$ cat config.mk
export PLATFORM = sky130hd
export DESIGN_NAME = pwr_mode_ctrl
export DESIGN_NICKNAME = d
export VERILOG_FILES = /design/src/rtl/pwr_mode_pkg.sv /design/src/rtl/pwr_mode_fsm.sv /design/src/rtl/pwr_mode_dp.sv /design/src/rtl/pwr_mode_ctrl.sv
export SDC_FILE = /design/constraint.sdc
export NUM_CORES = 1
export LEC_CHECK = 0
export BUFFER_PORTS_ARGS = -buffer_cell sky130_fd_sc_hd__buf_2
export CORE_ASPECT_RATIO = 0.9
export CORE_UTILIZATION = 41
export DETAILED_ROUTE_END_ITERATION = 8
export GPL_TIMING_DRIVEN = 0
export PLACE_DENSITY = 0.77
export SETUP_SLACK_MARGIN = 0.3
export SYNTH_ARGS = -nofsm -noshare
export SYNTH_HDL_FRONTEND = slang
export SYNTH_HIERARCHICAL = 1
export SYNTH_SLANG_ARGS = --single-unit
$ cat constraint.sdc
create_clock -name clk -period 1.7 [get_ports clk]
set_clock_uncertainty 0.15 [all_clocks]
set_input_delay 0.085 -clock clk [delete_from_list [all_inputs] [get_ports clk]]
set_output_delay 0.085 -clock clk [all_outputs]
set_load 0.02 [all_outputs]
$ cat src/rtl/pwr_mode_pkg.sv
package pwr_mode_pkg;

  typedef enum logic [2:0] {
    ST_RUN,
    ST_IDLE,
    ST_SLEEP,
    ST_DEEP,
    ST_RESTART
  } pwrState_e;

  localparam logic MODE_SLEEP = 1'b0;
  localparam logic MODE_IDLE  = 1'b1;

  // strobes and gate levels handed from control to datapath
  typedef struct packed {
    logic cpuOn;
    logic perOn;
    logic oscOn;
    logic freeze;
    logic memOff;
    logic monOn;
    logic inRun;
    logic sleepEntry;
    logic wakeEvt;
    logic irqHit;
    logic wdtHit;
  } pwrCtl_t;

endpackage

$ cat src/rtl/pwr_mode_fsm.sv
module pwr_mode_fsm
  import pwr_mode_pkg::*;
#(
  parameter int N_IRQ       = 8,
  parameter int RESTART_CYC = 4
) (
  input  logic             clk,
  input  logic             rstN,
  input  logic             cmdValid,
  input  logic             cmdMode,
  input  logic             deepArm,
  input  logic [N_IRQ-1:0] irqReq,
  input  logic [N_IRQ-1:0] irqEn,
  input  logic             wdtTimeout,
  output pwrCtl_t          ctl
);

  localparam int CW = (RESTART_CYC > 1) ? $clog2(RESTART_CYC) : 1;

  pwrState_e      state, stateNxt;
  logic [CW-1:0]  cnt, cntNxt;
  logic [N_IRQ-1:0] irqMasked;
  logic           irqAny, wakeReq, lowPwr;

  genvar gi;
  generate
    for (gi = 0; gi < N_IRQ; gi++) begin : g_mask
      assign irqMasked[gi] = irqReq[gi] & irqEn[gi];
    end
  endgenerate

  assign irqAny  = |irqMasked;
  assign wakeReq = irqAny | wdtTimeout;
  assign lowPwr  = (state == ST_IDLE) || (state == ST_SLEEP) || (state == ST_DEEP);

  always_comb begin
    stateNxt = state;
    cntNxt   = cnt;
    case (state)
      ST_RUN: begin
        if (cmdValid) begin
          if (cmdMode == MODE_IDLE) stateNxt = ST_IDLE;
          else if (deepArm)         stateNxt = ST_DEEP;
          else                      stateNxt = ST_SLEEP;
        end
      end
      ST_IDLE: begin
        if (wakeReq) stateNxt = ST_RUN;
      end
      ST_SLEEP, ST_DEEP: begin
        if (wakeReq) begin
          stateNxt = ST_RESTART;
          cntNxt   = CW'(RESTART_CYC - 1);
        end
      end
      ST_RESTART: begin
        if (cnt == '0) stateNxt = ST_RUN;
        else           cntNxt   = cnt - CW'(1);
      end
      default: stateNxt = ST_RUN;
    endcase
  end

  always_ff @(posedge clk or negedge rstN) begin
    if (!rstN) begin
      state <= ST_RUN;
      cnt   <= '0;
    end else begin
      state <= stateNxt;
      cnt   <= cntNxt;
    end
  end

  always_comb begin
    ctl = '0;
    ctl.sleepEntry = (state == ST_RUN) && cmdValid && (cmdMode == MODE_SLEEP);
    ctl.wakeEvt    = lowPwr && wakeReq;
    ctl.irqHit     = irqAny;
    ctl.wdtHit     = wdtTimeout;
    case (state)
      ST_RUN: begin
        ctl.cpuOn = 1'b1; ctl.perOn = 1'b1; ctl.oscOn = 1'b1;
        ctl.monOn = 1'b1; ctl.inRun = 1'b1;
      end
      ST_IDLE: begin
        ctl.perOn = 1'b1; ctl.oscOn = 1'b1; ctl.monOn = 1'b1;
      end
      ST_SLEEP: begin
        ctl.freeze = 1'b1;
      end
      ST_DEEP: begin
        ctl.freeze = 1'b1; ctl.memOff = 1'b1;
      end
      ST_RESTART: begin
        ctl.oscOn = 1'b1; ctl.freeze = 1'b1;
      end
      default: ;
    endcase
  end

  // idle entry gates only the CPU
  a_r2_idle_gates: assert property (@(posedge clk) disable iff (!rstN)
    (state == ST_RUN && cmdValid && cmdMode == MODE_IDLE) |=> (!ctl.cpuOn && ctl.perOn && ctl.oscOn));

  // sleep entry stops the oscillator and freezes I/O
  a_r3_sleep_gates: assert property (@(posedge clk) disable iff (!rstN)
    (state == ST_RUN && cmdValid && cmdMode == MODE_SLEEP && !deepArm)
      |=> (!ctl.oscOn && !ctl.perOn && ctl.freeze && !ctl.memOff));

  // armed sleep powers down memory
  a_r4_deep_mem: assert property (@(posedge clk) disable iff (!rstN)
    (state == ST_RUN && cmdValid && cmdMode == MODE_SLEEP && deepArm) |=> ctl.memOff);

  // with no wake pending a low-power state is kept whatever the command
  a_r5_hold_low: assert property (@(posedge clk) disable iff (!rstN)
    (lowPwr && !wakeReq) |=> $stable(state));

  // CPU clock never returns on the edge right after the oscillator was off
  a_r7_osc_first: assert property (@(posedge clk) disable iff (!rstN)
    !ctl.oscOn |=> !ctl.cpuOn);

  // monitor only runs with the main oscillator on
  a_r13_mon_osc: assert property (@(posedge clk) disable iff (!rstN)
    ctl.monOn |-> (ctl.oscOn && !ctl.freeze));

endmodule

$ cat src/rtl/pwr_mode_dp.sv
module pwr_mode_dp
  import pwr_mode_pkg::*;
#(
  parameter int CLK_SEL_W = 2
) (
  input  logic                 clk,
  input  logic                 rstN,
  input  pwrCtl_t              ctl,
  input  logic                 wdtEn,
  input  logic                 rtcEn,
  input  logic                 rtcOnLpOsc,
  input  logic                 deepArmSet,
  input  logic                 wakeRd,
  input  logic [CLK_SEL_W-1:0] clkSelReq,
  output logic                 cpuClkEn,
  output logic                 periphClkEn,
  output logic                 mainOscEn,
  output logic                 lpOscEn,
  output logic                 clkMonEn,
  output logic                 wdtClr,
  output logic                 ioFreeze,
  output logic                 memPwrDn,
  output logic [2:0]           wakeCause,
  output logic                 deepArm,
  output logic [CLK_SEL_W-1:0] activeClkSel
);

  localparam int WC_IRQ = 0;
  localparam int WC_WDT = 1;
  localparam int WC_RST = 2;

  logic [2:0] causeSet;

  assign cpuClkEn    = ctl.cpuOn;
  assign periphClkEn = ctl.perOn;
  assign mainOscEn   = ctl.oscOn;
  assign clkMonEn    = ctl.monOn;
  assign ioFreeze    = ctl.freeze;
  assign memPwrDn    = ctl.memOff;
  assign lpOscEn     = wdtEn | (rtcEn & rtcOnLpOsc);

  always_comb begin
    causeSet = '0;
    if (ctl.wakeEvt) begin
      causeSet[WC_IRQ] = ctl.irqHit;
      causeSet[WC_WDT] = ctl.wdtHit;
    end
  end

  always_ff @(posedge clk or negedge rstN) begin
    if (!rstN) begin
      wdtClr       <= 1'b0;
      wakeCause    <= 3'b1 << WC_RST;
      deepArm      <= 1'b0;
      activeClkSel <= '0;
    end else begin
      wdtClr    <= ctl.sleepEntry & wdtEn;
      wakeCause <= causeSet | (wakeRd ? 3'b000 : wakeCause);
      if (ctl.wakeEvt)  deepArm <= 1'b0;
      else if (deepArmSet) deepArm <= 1'b1;
      if (ctl.inRun) activeClkSel <= clkSelReq;
    end
  end

  // clear is a single-cycle pulse and needs the watchdog enabled
  a_r8_single: assert property (@(posedge clk) disable iff (!rstN)
    wdtClr |=> !wdtClr);
  a_r8_needs_en: assert property (@(posedge clk) disable iff (!rstN)
    wdtClr |-> $past(wdtEn));

  // read clears status when no wake coincides
  a_r10_rd_clear: assert property (@(posedge clk) disable iff (!rstN)
    (wakeRd && !ctl.wakeEvt) |=> (wakeCause == 3'b000));

  // arm bit drops on wake
  a_r11_arm_clear: assert property (@(posedge clk) disable iff (!rstN)
    ctl.wakeEvt |=> !deepArm);

  // clock selection held outside Run
  a_r12_sel_hold: assert property (@(posedge clk) disable iff (!rstN)
    !ctl.inRun |=> $stable(activeClkSel));

endmodule

$ cat src/rtl/pwr_mode_ctrl.sv
module pwr_mode_ctrl
  import pwr_mode_pkg::*;
#(
  parameter int N_IRQ       = 8,
  parameter int CLK_SEL_W   = 2,
  parameter int RESTART_CYC = 4
) (
  input  logic                 clk,
  input  logic                 rstN,
  input  logic                 cmdValid,
  input  logic                 cmdMode,
  input  logic                 deepArmSet,
  input  logic [N_IRQ-1:0]     irqReq,
  input  logic [N_IRQ-1:0]     irqEn,
  input  logic                 wdtEn,
  input  logic                 wdtTimeout,
  input  logic                 rtcEn,
  input  logic                 rtcOnLpOsc,
  input  logic [CLK_SEL_W-1:0] clkSelReq,
  input  logic                 wakeRd,
  output logic                 cpuClkEn,
  output logic                 periphClkEn,
  output logic                 mainOscEn,
  output logic                 lpOscEn,
  output logic                 clkMonEn,
  output logic                 wdtClr,
  output logic                 ioFreeze,
  output logic                 memPwrDn,
  output logic [2:0]           wakeCause,
  output logic                 deepArm,
  output logic [CLK_SEL_W-1:0] activeClkSel
);

  pwrCtl_t ctl;

  pwr_mode_fsm #(.N_IRQ(N_IRQ), .RESTART_CYC(RESTART_CYC)) u_fsm (
    .clk        (clk),
    .rstN       (rstN),
    .cmdValid   (cmdValid),
    .cmdMode    (cmdMode),
    .deepArm    (deepArm),
    .irqReq     (irqReq),
    .irqEn      (irqEn),
    .wdtTimeout (wdtTimeout),
    .ctl        (ctl)
  );

  pwr_mode_dp #(.CLK_SEL_W(CLK_SEL_W)) u_dp (
    .clk          (clk),
    .rstN         (rstN),
    .ctl          (ctl),
    .wdtEn        (wdtEn),
    .rtcEn        (rtcEn),
    .rtcOnLpOsc   (rtcOnLpOsc),
    .deepArmSet   (deepArmSet),
    .wakeRd       (wakeRd),
    .clkSelReq    (clkSelReq),
    .cpuClkEn     (cpuClkEn),
    .periphClkEn  (periphClkEn),
    .mainOscEn    (mainOscEn),
    .lpOscEn      (lpOscEn),
    .clkMonEn     (clkMonEn),
    .wdtClr       (wdtClr),
    .ioFreeze     (ioFreeze),
    .memPwrDn     (memPwrDn),
    .wakeCause    (wakeCause),
    .deepArm      (deepArm),
    .activeClkSel (activeClkSel)
  );

endmodule

==> Yosys cells after proc, flatten, opt, wreduce, memory -nomap -nowiden <==
Index checks and enable logic that the tools add are counted.
{ "classes": {"n_eq_ne": 9, "muxes": 19, "bitwise": 14, "reduce_logical": 16, "addsub": 1} }
{ "ops": {"columns": ["cell", "n"], "rows": [
  ["$mux 3", 6],
  ["$pmux 3 s4", 1],
  ["$and 1x1->1", 10],
  ["$mux 1", 8],
  ["$reduce_or 8->1", 1],
  ["$eq 3x2->1 const B", 2],
  ["$mux 2", 3],
  ["$ne 2x1->1 const B", 3],
  ["$reduce_or 3->1", 2],
  ["$ne 2x2->1 const B", 2],
  ["$pmux 2 s2", 1],
  ["$reduce_and 4->1", 1],
  ["$reduce_bool 2->1", 2],
  ["$reduce_or 2->1", 2],
  ["$eq 3x1->1 const B", 1],
  ["$eq 3x3->1 const B", 1],
  ["$logic_and 1x1->1", 3],
  ["$logic_not 3->1", 1],
  ["$or 2x3->3", 1],
  ["$reduce_and 3->1", 1],
  ["$logic_not 2->1", 1],
  ["$logic_or 1x1->1", 2],
  ["$or 1x1->1", 2],
  ["$sub 2x1->2 const B", 1],
  ["$not 1->1", 1]
]} }
{ "word_totals": {"register_bits": 12, "input_bits": 28, "output_inout_bits": 14, "wordCells": 65} }

==> Logic depth before layout (Yosys ltp) <==
{ "depth": {"word_depth": 6, "ltp_mapped": 6, "depth_no_buf": 6} }

==> By module <==
Netlist, hierarchy kept.
{ "by_module_without_submodules": {"columns": ["module", "cells_each", "area_per_inst_um2", "instances", "seq_area_each_um2"], "rows": [
  ["pwr_mode_fsm", 42, 369.1, 1, 125.1],
  ["pwr_mode_dp", 26, 304.0, 1, 176.4]
]} }

==> Worst setup path before layout <==
OpenSTA, ideal clock, no wires.
{ "synth_timing": {"path_kind": "flip-flop to flip-flop", "startpoint": "register u_fsm.state[2]", "endpoint": "register u_dp.activeClkSel[0]", "period_less_slack_ns": 1.496, "path_buffers": 1, "path_slack_ns": 0.204, "required_time_ns": 1.425, "path_stages_with_launch": 4, "arrival_ns": 1.221, "setup_time_ns": 0.125, "path_cell_list": "dfrtp_1 -> buf_6 -> nor3_1 -> mux2_4"} }
{ "synth_rtl": {"columns": ["item", "line_no", "text"], "rows": [
  ["start, declared", "pwr_mode_fsm.sv:20", "pwrState_e state, stateNxt;"],
  ["start signal, assigned", "pwr_mode_fsm.sv:69", "state <= stateNxt;"],
  ["end signal, assigned", "pwr_mode_dp.sv:61", "if (ctl.inRun) activeClkSel <= clkSelReq;"],
  ["end, declared", "pwr_mode_dp.sv:25", "output logic [CLK_SEL_W-1:0] activeClkSel"]
]} }

==> results.py <==
metrics = {
    "status": {
        "outcome": "completed",
    },
    "yosys": {
        "ys_ff_latch": 12,
        "synth_area_sq_um": 673,
        "synth-async-reset-ratio": 1.00,
        "yosysTopAreaCell": "dfrtp_1",
        "yosysMostFrequentCell": "dfrtp_1",
        "synth_edf_count": 0,
        "syn-instance-count": 68,
        "postSynthAreaPerCell_sq_um": 9.90,
        "seq_area_frac_synth": 0.448,
        "yosysWarnings": 6,
        "synth_area_leaders": "dfrtp_1, buf_4, a22oi_1",
        "synth_cell_types": 25,
        "synth_nets": 97,
        "synth_top_cell_area_share": 0.409,
        "synthTopCellsByCount": "dfrtp_1, buf_4, nor2_1",
        "ys_dominant_reg_cell": "dfrtp_1",
    },
    "clock_tree": {
        "clk_latency_ns": 0.27,
        "clockBufferDepth": 2,
        "cts.sinks": 12,
        "cts_buffers": 3,
        "tritoncts": "built",
        "cts_root_buf": "clkbuf_4",
        "cts_max_level": 1,
        "path_clk_slew_ns": 0.07,
    },
    "sta": {
        "setup_viol": 0,
        "max_freq_mhz": 615,
        "finalSetupTns_ns": 0,
        "finalCritPeriodShare": 0.957,
        "slew_headroom": 0.721,
        "period_minus_slack_ns": 1.63,
        "tightest_slew_ns": 0.416,
        "maxSlewViolCount": 0,
        "hold_viol_final": 0,
        "worst_hold_slack_ns": 0.0631,
        "worst_slack_ns": 0.0734,
        "rsz0062_at_grt": "true",
    },
    "floorplan": {
        "die_height_um": 40.4,
        "dieArea_sq_um": 1810,
        "io_pins": 42,
        "row_count": 13,
        "fp.dieW_um": 44.7,
        "initial_core_util": 0.450,
        "core-area_sq_um": 1500,
    },
    "worst_setup_path": {
        "cpPeakStageDelay_ns": 0.45,
        "arrival_ns": 1.39,
        "crit_path_max_fanout": 5,
        "critPathKind": "flip-flop to output port",
        "cp-end-kind": "output port",
        "crit_slowest_cell": "dfrtp_2",
        "cp_num_buf_inv": 2,
        "cp.required_ns": 1.46,
        "crit_chain": "or3b_4, o21ai_2, buf_4, buf_6",
        "critPathLaunchType": "flip-flop",
        "crit_family": "flip-flops",
    },
    "route": {
        "via_count": 710,
        "drc_errors": 0,
        "postRouteAntennaNets": 0,
        "vias_per_cell": 4.77,
        "drtIter0Drc": 19,
        "wl_mm": 1.71,
        "drt-pass1-iter-count": 4,
        "routedWlPerCell_um": 11.5,
    },
    "placement": {
        "placement.setup.worst_slack_ns": 0.201,
        "dp_hpwl_mm": 1.13,
        "gp_congestion": 0.725,
        "port_buffers": 41,
    },
    "final_layout": {
        "drive_gt1_frac": 0.575,
        "diodes": 0,
        "seqCellArea_sq_um": 304,
        "fin_nets": 157,
        "fillerInstances": 120,
        "synthToLayoutAreaGrowth_pct": 66.7,
        "multi_input_area_sq_um": 290,
    },
    "global_routing": {
        "grt_pass1_vias": 622,
        "antenna_found_initial": 0,
        "overflow": 0,
        "track_usage": 0.214,
        "grt_max_degree": 13,
        "grt_pass1_wl_mm": 2.64,
    },
    "hold_path": {
        "min_path_type": "input port to flip-flop",
    },
    "power": {
        "p_leak_nw": 0.595,
        "power_density_nw_per_um2": 1520,
        "ir_drop_uv": 716,
    },
    "run": {
        "cap_violations": 0,
    },
}
==> worst paths after layout <==
path / startpoint / endpoint / slack (ns) / cells after the start
worst min-delay path: irqEn[5] / u_fsm/state[0] / 0.06 / 4
worst max-delay path: u_fsm/state[0] / ioFreeze / 0.07 / 4
worst min register to register: u_dp/wakeCause[2] / u_dp/wakeCause[2] / 0.34 / 1
min in group asynchronous: rstN / u_dp/wakeCause[1] / 0.10 / 2
worst max register to register: u_fsm/state[0] / u_fsm/cnt[1] / 0.19 / 5
max in group asynchronous: rstN / u_dp/wakeCause[2] / 1.04 / 2
==> worst reg2reg max path, cell delays in order (launching register included) <==
cell     delay (ns)
dfrtp_2        0.45
or3b_4         0.39
buf_4          0.16
nor2_4         0.10
nor2_1         0.06
a22oi_2        0.13
==> metal layers <==
metal  wire length (um)  GRT usage
met2                924      0.397
met3                116     0.0541
met4                  6     0.0682
met5                  0          0
met1                662      0.245
==> cell usage in the layout (no fill, tap or decap), drive strengths merged <==
cell type / count
a21o: 2
inv: 6
mux2: 2
nor2: 9
o21ai: 5
and3b: 1
buf: 57
and2: 1
ha: 1
nand4: 1
o2111ai: 1
nand2: 2
a21oi: 2
clkbuf: 4
or3b: 1
dfrtp: 11
a211oi: 1
o41ai: 1
nor2b: 1
dlygate4sd3: 9
dfstp: 1
nor3: 3
a22oi: 5
==> metrics by stage <==
| stage | total power [W] | instance area [sq um] | std cells | util |
|---|---|---|---|---|
| after floorplan | 0.00107 | 678 | 68 | - |
| after global placement | 0.00126 | 911 | 131 | 0.609 |
| after detailed placement | 0.00129 | 911 | 131 | 0.609 |
| after CTS | 0.00167 | 1110 | 149 | 0.739 |
| after global routing | 0.00182 | 1120 | 149 | 0.750 |
| final | 0.00171 | 1120 | 149 | 0.750 |
==> state kept, by name (all words and copies together) (netlist names) <==
name	flops
u_fsm/cnt	2
u_dp/wakeCause	3
u_dp/deepArm	1
u_dp/wdtClr	1
u_fsm/state	3
u_dp/activeClkSel	2
==> where the power goes <==
group | internal (W) | switching [W] | total [W] | leakage (nW)
logic | 0.000525 | 0.000497 | 0.00102 | 0.433
registers | 0.000392 | 0.0000693 | 0.000462 | 0.141
clock network | 0.000130 | 0.0000948 | 0.000225 | 0.0210
==> logic make-up (layout without fill, tap and decap cells) <==
family	count (synthesis)	after routing	synth area share
simple gates	19	19	0.152
compound gates	17	17	0.175
buf+inv	17	76	0.162
flops	12	12	0.448
mux	2	2	0.0446
fa+ha+maj	1	1	0.0186
==> cell type report <==
class,instances,area share
clock buffer,4,0.0323
tap,22,0.0245
buffer,11,0.0769
timing repair buffer,55,0.317
multi-input combinational,39,0.259
inverter,6,0.0201
sequential,12,0.271
==> what timing repair did <==
action | 4_1_cts | 5_1_grt
buffers inserted | 5 | 0
hold buffers | 9 | 0
setup endpoints to repair | 12 | 16
resized for setup | 12 | 4
pin swaps | 1 | 2
endpoints found under the hold margin | 20 | 0
Power figures use the tool's default switching activity.
